`config.mk`:
```
export PLATFORM = sky130hd
export DESIGN_NAME = ci_dual_slot_regs
export DESIGN_NICKNAME = d
export VERILOG_FILES = /design/src/rtl/ci_slot_pkg.sv /design/src/rtl/ci_det_sync.sv /design/src/rtl/ci_slot_rst_seq.sv /design/src/rtl/ci_irq_ctrl.sv /design/src/rtl/ci_dual_slot_regs.sv
export SDC_FILE = /design/constraint.sdc
export NUM_CORES = 1
export LEC_CHECK = 0
export BUFFER_PORTS_ARGS = -buffer_cell sky130_fd_sc_hd__buf_2
export CAP_MARGIN = 25
export CORE_MARGIN = 2
export CORE_UTILIZATION = 53
export CTS_BUF_LIST = sky130_fd_sc_hd__clkbuf_2
export DETAILED_ROUTE_END_ITERATION = 7
export GPL_TIMING_DRIVEN = 0
export PLACE_DENSITY_LB_ADDON = 0.2
export SYNTH_ARGS = -nofsm -noshare
export SYNTH_HDL_FRONTEND = slang
export SYNTH_HIERARCHICAL = 1
export SYNTH_SLANG_ARGS = --single-unit
```
`constraint.sdc`:
```
create_clock -name clk -period 3.17 [get_ports clk]
set_input_delay 0.1585 -clock clk [delete_from_list [all_inputs] [get_ports clk]]
set_output_delay 0.1585 -clock clk [all_outputs]
set_load 0.02 [all_outputs]
```
`src/rtl/ci_slot_pkg.sv`:
```
package ci_slot_pkg;

  localparam int SLOT_COUNT = 2;

  // register indices
  localparam logic [3:0] IDX_IRQ     = 4'h0;
  localparam logic [3:0] IDX_CTL2    = 4'h1;
  localparam logic [3:0] IDX_ADDR_LO = 4'h4;
  localparam logic [3:0] IDX_ADDR_HI = 4'h5;
  localparam logic [3:0] IDX_DATA    = 4'h6;
  localparam logic [3:0] IDX_CTL     = 4'h7;
  localparam logic [3:0] IDX_REV     = 4'hF;

  typedef enum logic [1:0] {
    SEQ_IDLE  = 2'd0,
    SEQ_PULSE = 2'd1,
    SEQ_WAIT  = 2'd2
  } seq_state_e;

  // bit positions inside the bus control register
  function automatic int rst_bit(input int s);
    return 5 - s;
  endfunction

  function automatic int route_bit(input int s);
    return 3 - s;
  endfunction

  function automatic int det_bit(input int s);
    return 1 - s;
  endfunction

  // bit positions inside bus control 2
  function automatic int tuner_bit(input int s);
    return 3 - s;
  endfunction

  function automatic int tsen_bit(input int s);
    return 4 + s;
  endfunction

  // bit positions inside the interrupt register
  function automatic int irq_en_bit(input int s);
    return 6 - 4 * s;
  endfunction

  function automatic int irq_pend_bit(input int s);
    return 7 - 4 * s;
  endfunction

  // card byte address from the stored low (bits 7..1) and high fields
  function automatic logic [14:0] join_card_addr(input logic [6:0] lo_field,
                                                 input logic [6:0] hi_field);
    return {hi_field, lo_field, 1'b0};
  endfunction

endpackage

```
`src/rtl/ci_det_sync.sv`:
```
module ci_det_sync (
  input  logic clk,
  input  logic rst_n,
  input  logic det_n,
  output logic det_sync,
  output logic change
);

  logic stage1, stage2, prev;

  always_ff @(posedge clk or negedge rst_n) begin
    if (!rst_n) begin
      stage1 <= 1'b1;
      stage2 <= 1'b1;
      prev   <= 1'b1;
    end else begin
      stage1 <= det_n;
      stage2 <= stage1;
      prev   <= stage2;
    end
  end

  assign det_sync = stage2;
  assign change   = stage2 ^ prev;

endmodule

```
`src/rtl/ci_slot_rst_seq.sv`:
```
module ci_slot_rst_seq
  import ci_slot_pkg::*;
#(
  parameter int RST_CYCLES     = 16,
  parameter int TIMEOUT_CYCLES = 64
) (
  input  logic clk,
  input  logic rst_n,
  input  logic start,
  input  logic card_rdy,
  output logic slot_rst,
  output logic busy
);

  localparam int MAX_CNT = (RST_CYCLES > TIMEOUT_CYCLES) ? RST_CYCLES : TIMEOUT_CYCLES;
  localparam int CW      = $clog2(MAX_CNT + 1);
  localparam logic [CW-1:0] RST_LAST = CW'(RST_CYCLES - 1);
  localparam logic [CW-1:0] TMO_LAST = CW'(TIMEOUT_CYCLES - 1);

  seq_state_e      state;
  logic [CW-1:0]   cnt;

  always_ff @(posedge clk or negedge rst_n) begin
    if (!rst_n) begin
      state <= SEQ_IDLE;
      cnt   <= '0;
    end else begin
      case (state)
        SEQ_IDLE: begin
          if (start) begin
            state <= SEQ_PULSE;
            cnt   <= '0;
          end
        end
        SEQ_PULSE: begin
          if (cnt == RST_LAST) begin
            state <= SEQ_WAIT;
            cnt   <= '0;
          end else begin
            cnt <= cnt + 1'b1;
          end
        end
        SEQ_WAIT: begin
          if (card_rdy || cnt == TMO_LAST) begin
            state <= SEQ_IDLE;
            cnt   <= '0;
          end else begin
            cnt <= cnt + 1'b1;
          end
        end
        default: begin
          state <= SEQ_IDLE;
          cnt   <= '0;
        end
      endcase
    end
  end

  assign slot_rst = (state == SEQ_PULSE);
  assign busy     = (state != SEQ_IDLE);

endmodule

```
`src/rtl/ci_irq_ctrl.sv`:
```
module ci_irq_ctrl #(
  parameter int NSLOT = 2
) (
  input  logic             clk,
  input  logic             rst_n,
  input  logic [NSLOT-1:0] change,
  input  logic             en_wr,
  input  logic [NSLOT-1:0] en_wdata,
  input  logic             ack,
  output logic [NSLOT-1:0] pend,
  output logic [NSLOT-1:0] en,
  output logic             irq_n
);

  always_ff @(posedge clk or negedge rst_n) begin
    if (!rst_n) begin
      pend <= '0;
      en   <= '0;
    end else begin
      if (en_wr) en <= en_wdata;
      for (int s = 0; s < NSLOT; s++) begin
        if (change[s])  pend[s] <= 1'b1;
        else if (ack)   pend[s] <= 1'b0;
      end
    end
  end

  assign irq_n = ~|(pend & en);

endmodule

```
`src/rtl/ci_dual_slot_regs.sv`:
```
module ci_dual_slot_regs
  import ci_slot_pkg::*;
#(
  parameter int          RST_CYCLES     = 16,
  parameter int          TIMEOUT_CYCLES = 64,
  parameter logic [7:0]  REVISION       = 8'h21
) (
  input  logic        clk,
  input  logic        rst_n,
  input  logic [3:0]  reg_addr,
  input  logic        reg_wr,
  input  logic        reg_rd,
  input  logic [7:0]  reg_wdata,
  output logic [7:0]  reg_rdata,
  input  logic [1:0]  card_det_n,
  input  logic [1:0]  card_rdy,
  input  logic [7:0]  card_rdata,
  output logic [1:0]  slot_rst,
  output logic [1:0]  ts_route,
  output logic [1:0]  ts_out_en,
  output logic [1:0]  tuner_rst_n,
  output logic [14:0] card_addr,
  output logic        card_sel,
  output logic        card_io_space,
  output logic        card_wr,
  output logic        card_rd,
  output logic [7:0]  card_wdata,
  output logic        irq_n
);

  localparam int NSLOT = SLOT_COUNT;

  // decoded register events
  logic wr_irq, wr_ctl2, wr_lo, wr_hi, wr_ctl;
  logic irq_ack;

  assign wr_irq  = reg_wr && (reg_addr == IDX_IRQ);
  assign wr_ctl2 = reg_wr && (reg_addr == IDX_CTL2);
  assign wr_lo   = reg_wr && (reg_addr == IDX_ADDR_LO);
  assign wr_hi   = reg_wr && (reg_addr == IDX_ADDR_HI);
  assign wr_ctl  = reg_wr && (reg_addr == IDX_CTL);
  assign irq_ack = reg_rd && (reg_addr == IDX_IRQ);

  // per-slot internal events, named for the checker
  logic [NSLOT-1:0] seq_start;
  logic [NSLOT-1:0] busy;
  logic [NSLOT-1:0] det_sync;
  logic [NSLOT-1:0] det_change;
  logic [NSLOT-1:0] irq_pend;
  logic [NSLOT-1:0] irq_en;
  logic [NSLOT-1:0] en_wdata;

  // stored fields
  logic             sel_q, space_q;
  logic [NSLOT-1:0] route_q, tsen_q, tuner_q;
  logic [6:0]       addr_lo_q, addr_hi_q;

  genvar s;
  generate
    for (s = 0; s < NSLOT; s++) begin : g_slot
      assign seq_start[s] = wr_ctl && reg_wdata[rst_bit(s)];
      assign en_wdata[s]  = reg_wdata[irq_en_bit(s)];

      ci_det_sync u_det (
        .clk      (clk),
        .rst_n    (rst_n),
        .det_n    (card_det_n[s]),
        .det_sync (det_sync[s]),
        .change   (det_change[s])
      );

      ci_slot_rst_seq #(
        .RST_CYCLES     (RST_CYCLES),
        .TIMEOUT_CYCLES (TIMEOUT_CYCLES)
      ) u_seq (
        .clk      (clk),
        .rst_n    (rst_n),
        .start    (seq_start[s]),
        .card_rdy (card_rdy[s]),
        .slot_rst (slot_rst[s]),
        .busy     (busy[s])
      );
    end
  endgenerate

  ci_irq_ctrl #(.NSLOT(NSLOT)) u_irq (
    .clk      (clk),
    .rst_n    (rst_n),
    .change   (det_change),
    .en_wr    (wr_irq),
    .en_wdata (en_wdata),
    .ack      (irq_ack),
    .pend     (irq_pend),
    .en       (irq_en),
    .irq_n    (irq_n)
  );

  always_ff @(posedge clk or negedge rst_n) begin
    if (!rst_n) begin
      sel_q     <= 1'b0;
      space_q   <= 1'b0;
      route_q   <= '0;
      tsen_q    <= '0;
      tuner_q   <= '0;
      addr_lo_q <= '0;
      addr_hi_q <= '0;
    end else begin
      if (wr_ctl) begin
        sel_q   <= reg_wdata[7];
        space_q <= reg_wdata[6];
        for (int k = 0; k < NSLOT; k++) route_q[k] <= reg_wdata[route_bit(k)];
      end
      if (wr_ctl2) begin
        for (int k = 0; k < NSLOT; k++) begin
          tsen_q[k]  <= reg_wdata[tsen_bit(k)];
          tuner_q[k] <= reg_wdata[tuner_bit(k)];
        end
      end
      if (wr_lo) addr_lo_q <= reg_wdata[7:1];
      if (wr_hi) addr_hi_q <= reg_wdata[6:0];
    end
  end

  // read words
  logic [7:0] rd_irq, rd_ctl, rd_ctl2;

  always_comb begin
    rd_irq  = '0;
    rd_ctl  = '0;
    rd_ctl2 = '0;
    rd_ctl[7] = sel_q;
    rd_ctl[6] = space_q;
    for (int k = 0; k < NSLOT; k++) begin
      rd_irq[irq_pend_bit(k)] = irq_pend[k];
      rd_irq[irq_en_bit(k)]   = irq_en[k];
      rd_ctl[rst_bit(k)]      = busy[k];
      rd_ctl[route_bit(k)]    = route_q[k];
      rd_ctl[det_bit(k)]      = det_sync[k];
      rd_ctl2[tsen_bit(k)]    = tsen_q[k];
      rd_ctl2[tuner_bit(k)]   = tuner_q[k];
    end
  end

  always_comb begin
    case (reg_addr)
      IDX_IRQ:     reg_rdata = rd_irq;
      IDX_CTL2:    reg_rdata = rd_ctl2;
      IDX_ADDR_LO: reg_rdata = {addr_lo_q, 1'b0};
      IDX_ADDR_HI: reg_rdata = {1'b0, addr_hi_q};
      IDX_DATA:    reg_rdata = card_rdata;
      IDX_CTL:     reg_rdata = rd_ctl;
      IDX_REV:     reg_rdata = REVISION;
      default:     reg_rdata = 8'h00;
    endcase
  end

  // card side
  assign card_addr     = join_card_addr(addr_lo_q, addr_hi_q);
  assign card_sel      = sel_q;
  assign card_io_space = space_q;
  assign card_wr       = reg_wr && (reg_addr == IDX_DATA);
  assign card_rd       = reg_rd && (reg_addr == IDX_DATA);
  assign card_wdata    = reg_wdata;
  assign ts_route      = route_q;
  assign ts_out_en     = tsen_q;
  assign tuner_rst_n   = tuner_q;

endmodule

```
==> flow_metrics.env <==
export IMPL_yosys_warnings=6
export IMPL_finalCritPeriodShare_pct=62.8
export IMPL_worstSetupPathType="register to output port"
export IMPL_cts_tree="yes"
export IMPL_r2r_cells=6
export IMPL_maxSlewHeadroom_pct=57.9
export IMPL_grt_pass1_vias=2297
export IMPL_dr_wl_met2_mm=3.22
export IMPL_synthCells=256
export IMPL_skew_ns=0.0237
export IMPL_wl_per_cell_um=15.9
export IMPL_holdPathStages=4
export IMPL_finalSetupViolCount=0
export IMPL_worstHoldEndpoint="u_irq/pend[0]"
export IMPL_cap_violations=0
export IMPL_gp_congestion=0.844
export IMPL_worst_hold_slack_ns=0.145
export IMPL_final_area_um2=3520
export IMPL_ys_seq_elements=50
export IMPL_finish_utilization_pct=67.5
export IMPL_irDropWorstVdd_v=0.000384
export IMPL_fin_nets=382
export IMPL_drive_above_1_share_pct=43.5
export IMPL_worstPathRequired_ns=3.01
export IMPL_hold_viol=0
export IMPL_avgSynthCellArea_um2=11.4
export IMPL_cp_arrival_ns=1.83
export IMPL_dp_cells=396
export IMPL_start_util_pct=55.8
export IMPL_rrSetupSlack_ns=1.22
export IMPL_slew_violations=0
export IMPL_total_leakage_power_nw=1.72
export IMPL_hpwl_mm=4.76
export IMPL_grt_use_total_pct=23.2
export IMPL_syn_num_nets=294
export IMPL_finalCriticalPeriod_ns=1.99
export IMPL_clk_latency_ns=0.44
export IMPL_finalSetupTns_ns=0
export IMPL_power_per_cell_area_nw_per_um2=535
export IMPL_async_reset_ff_share_pct=100
export IMPL_route_met3_wl_um=361
export IMPL_status="completed"
export IMPL_syn_cell_area_um2=2910
export IMPL_io_pins=72
export IMPL_worstSetupStartpointType="register"
export IMPL_area_growth_pct=21.0
export IMPL_root_buffer="clkbuf_2"
export IMPL_place_area_um2=3360
export IMPL_rsz0062_at_grt="false"
export IMPL_yosysSeqAreaShare_pct=43.3
export IMPL_portBuffers=69
export IMPL_drc=0
export IMPL_cts_max_level=2
export IMPL_instances_no_fill=415
export IMPL_synth_ff_type="dfrtp_1"
export IMPL_die_area_um2=6090
export IMPL_drt_initial_drc_count=126
export IMPL_antenna_cells=0
export IMPL_tightest_slew_ns=0.629
export IMPL_cts_sinks=50
export IMPL_viasPerCell=5.43
export IMPL_num_vias=2253
export IMPL_dr_pass1_iters=4
export IMPL_r2r_end="g_slot[1].u_seq/cnt[6]"
export IMPL_hold_class="input pin to register"
export IMPL_synth_enable_flop_cells=0
export IMPL_clk_path_buf_depth=2
export IMPL_grt_start_max_net_pins=28
export IMPL_overflow=0
export IMPL_postRouteWirelength_mm=6.61
export IMPL_cp_max_fo=3
export IMPL_highest_layer="met4"
export IMPL_antenna_found_initial=0
export IMPL_chipWidth_um=78.1
export IMPL_fp_row_count=26
export IMPL_ys_types=54
export IMPL_hp_start="reg_rd"
export IMPL_die_h_um=78.1
export IMPL_grt_pass1_wl_mm=11.1
export IMPL_cp_end_kind="output port"
export IMPL_m1WireLength_mm=2.93
export IMPL_fmax_ghz=0.502
export IMPL_reg2reg_from="g_slot[1].u_seq/cnt[0]"
export IMPL_core_area_um2=5200
export IMPL_cts_made_buffers=5
export IMPL_ant_nets=0
export IMPL_cts_clk_slew_worst_paths_ns=0.27
[flip-flops by register name, summed over array words and instances (netlist names)]
register,count
g_slot.u_det/det_sync,2
g_slot.u_det/stage1,2
u_irq/en,2
ts_route,2
ts_out_en,2
card_sel,1
addr_hi_q,7
g_slot.u_seq/state,4
addr_lo_q,7
u_irq/pend,2
g_slot.u_det/prev,2
g_slot.u_seq/cnt,14
tuner_rst_n,2
card_io_space,1
[through the flow]
stage | setup slack (ns) | power, mW
after floorplan | 1.38 | 1.38
after global placement | 0.864 | 1.59
after detailed placement | 0.871 | 1.62
after CTS | 1.13 | 1.90
after global routing | 1.03 | 2.01
final | 1.18 | 1.88
[layer usage]
metal / GRT usage [%] / up-vias
met1: 29.6 / 1072
met5: 0 / -
met4: 7.72 / 0
met2: 39.6 / 78
li1: - / 1093
met3: 4.60 / 10
[cell type report]
type | instances | area (um2)
Buffer | 16 | 108
Clock buffer | 5 | 25.0
Clock inverter | 3 | 21.3
Tap cell | 70 | 87.6
Sequential cell | 50 | 1260
Inverter | 9 | 33.8
Fill cell | 438 | 1690
Timing Repair Buffer | 81 | 475
Multi-Input combinational cell | 181 | 1510
[critical path, stage by stage, from the launching register on]
cell and delay (ns):
dfrtp_1 0.46, inv_1 0.11, ha_1 0.18, inv_1 0.06, and4b_1 0.17, a22oi_1 0.12, o21ai_0 0.12, buf_2 0.17
[worst max-delay path by stage]
stage                             startpoint                  endpoint  cells after the start
finish              g_slot[0].u_seq/state[0]              reg_rdata[5]                      7
global route        g_slot[0].u_seq/state[0]              reg_rdata[5]                      7
CTS                 g_slot[0].u_seq/state[0]              reg_rdata[5]                      7
detailed placement               reg_addr[0]  g_slot[0].u_seq/state[0]                      9
global placement                 reg_addr[0]  g_slot[0].u_seq/state[0]                      9
floorplan                        reg_addr[0]  g_slot[0].u_seq/state[0]                      9
[where the power goes]
| group | internal [mW] | total [mW] | switching, mW |
|---|---|---|---|
| sequential | 0.750 | 0.836 | 0.0867 |
| clock | 0.0543 | 0.268 | 0.214 |
| combinational | 0.332 | 0.778 | 0.447 |
| total | 1.14 | 1.88 | 0.747 |
[synthesized netlist by cell type (4+ instances only)]
| master | number | share of area [%] |
|---|---|---|
| dfrtp_1 | 44 | 38 |
| nor2_1 | 16 | 2.1 |
| nand2_1 | 19 | 2.5 |
| mux2i_1 | 8 | 2.8 |
| nand3_1 | 4 | 0.69 |
| mux2_4 | 7 | 3.6 |
| a21oi_1 | 8 | 1.4 |
| nor3_1 | 5 | 0.86 |
| ha_1 | 10 | 4.3 |
| o21ai_0 | 9 | 1.5 |
| inv_1 | 9 | 1.2 |
| a21o_1 | 6 | 1.5 |
| mux2_2 | 22 | 8.5 |
| dfstp_2 | 6 | 5.4 |
| buf_4 | 10 | 2.6 |
[cell families (layout without fill, tap and decap cells)]
family	after synthesis	in the layout	synth area share, %
adders and majority gates	10	10	4.30
xor gates and xnor gates	2	2	0.603
muxes	40	40	17.2
DFF	50	50	43.3
AOI/OAI and AO/OA	50	50	13.2
other	1	1	0.129
buffers and inverters	25	114	4.86
and+or+nand+nor	78	78	16.4
[cell usage in the layout (no fill, tap or decap), drive strengths merged, types with 2 or more instances in the layout]
cell / synthesis / layout
mux2: 29 / 29
and4b: 3 / 3
mux4: 3 / 3
a21o: 8 / 8
a22o: 2 / 2
dfrtp: 44 / 44
o21a: 2 / 2
buf: 13 / 83
nor3b: 3 / 3
nand2b: 2 / 2
a22oi: 2 / 2
o311a: 2 / 2
dfstp: 6 / 6
and2b: 4 / 4
nand2: 19 / 19
mux2i: 8 / 8
and2: 2 / 2
o31ai: 3 / 3
nor4b: 3 / 3
xor2: 2 / 2
inv: 9 / 9
a2bb2oi: 3 / 3
and3: 4 / 4
ha: 10 / 10
o21ai: 11 / 11
nand3b: 6 / 6
nand3: 6 / 6
nor2: 18 / 18
clkinv: 0 / 2
clkbuf: 3 / 8
nor3: 5 / 5
a221o: 2 / 2
a31oi: 2 / 2
o22a: 2 / 2
dlygate4sd3: 0 / 11
a21oi: 8 / 8
[repair_timing]
action                                 4_1_cts  5_1_grt
endpoints found under the hold margin       45        0
hold buffers                                11        0
setup buffers                                0        0
resized for setup                            0        0
(Power assumes the default switching activity.)
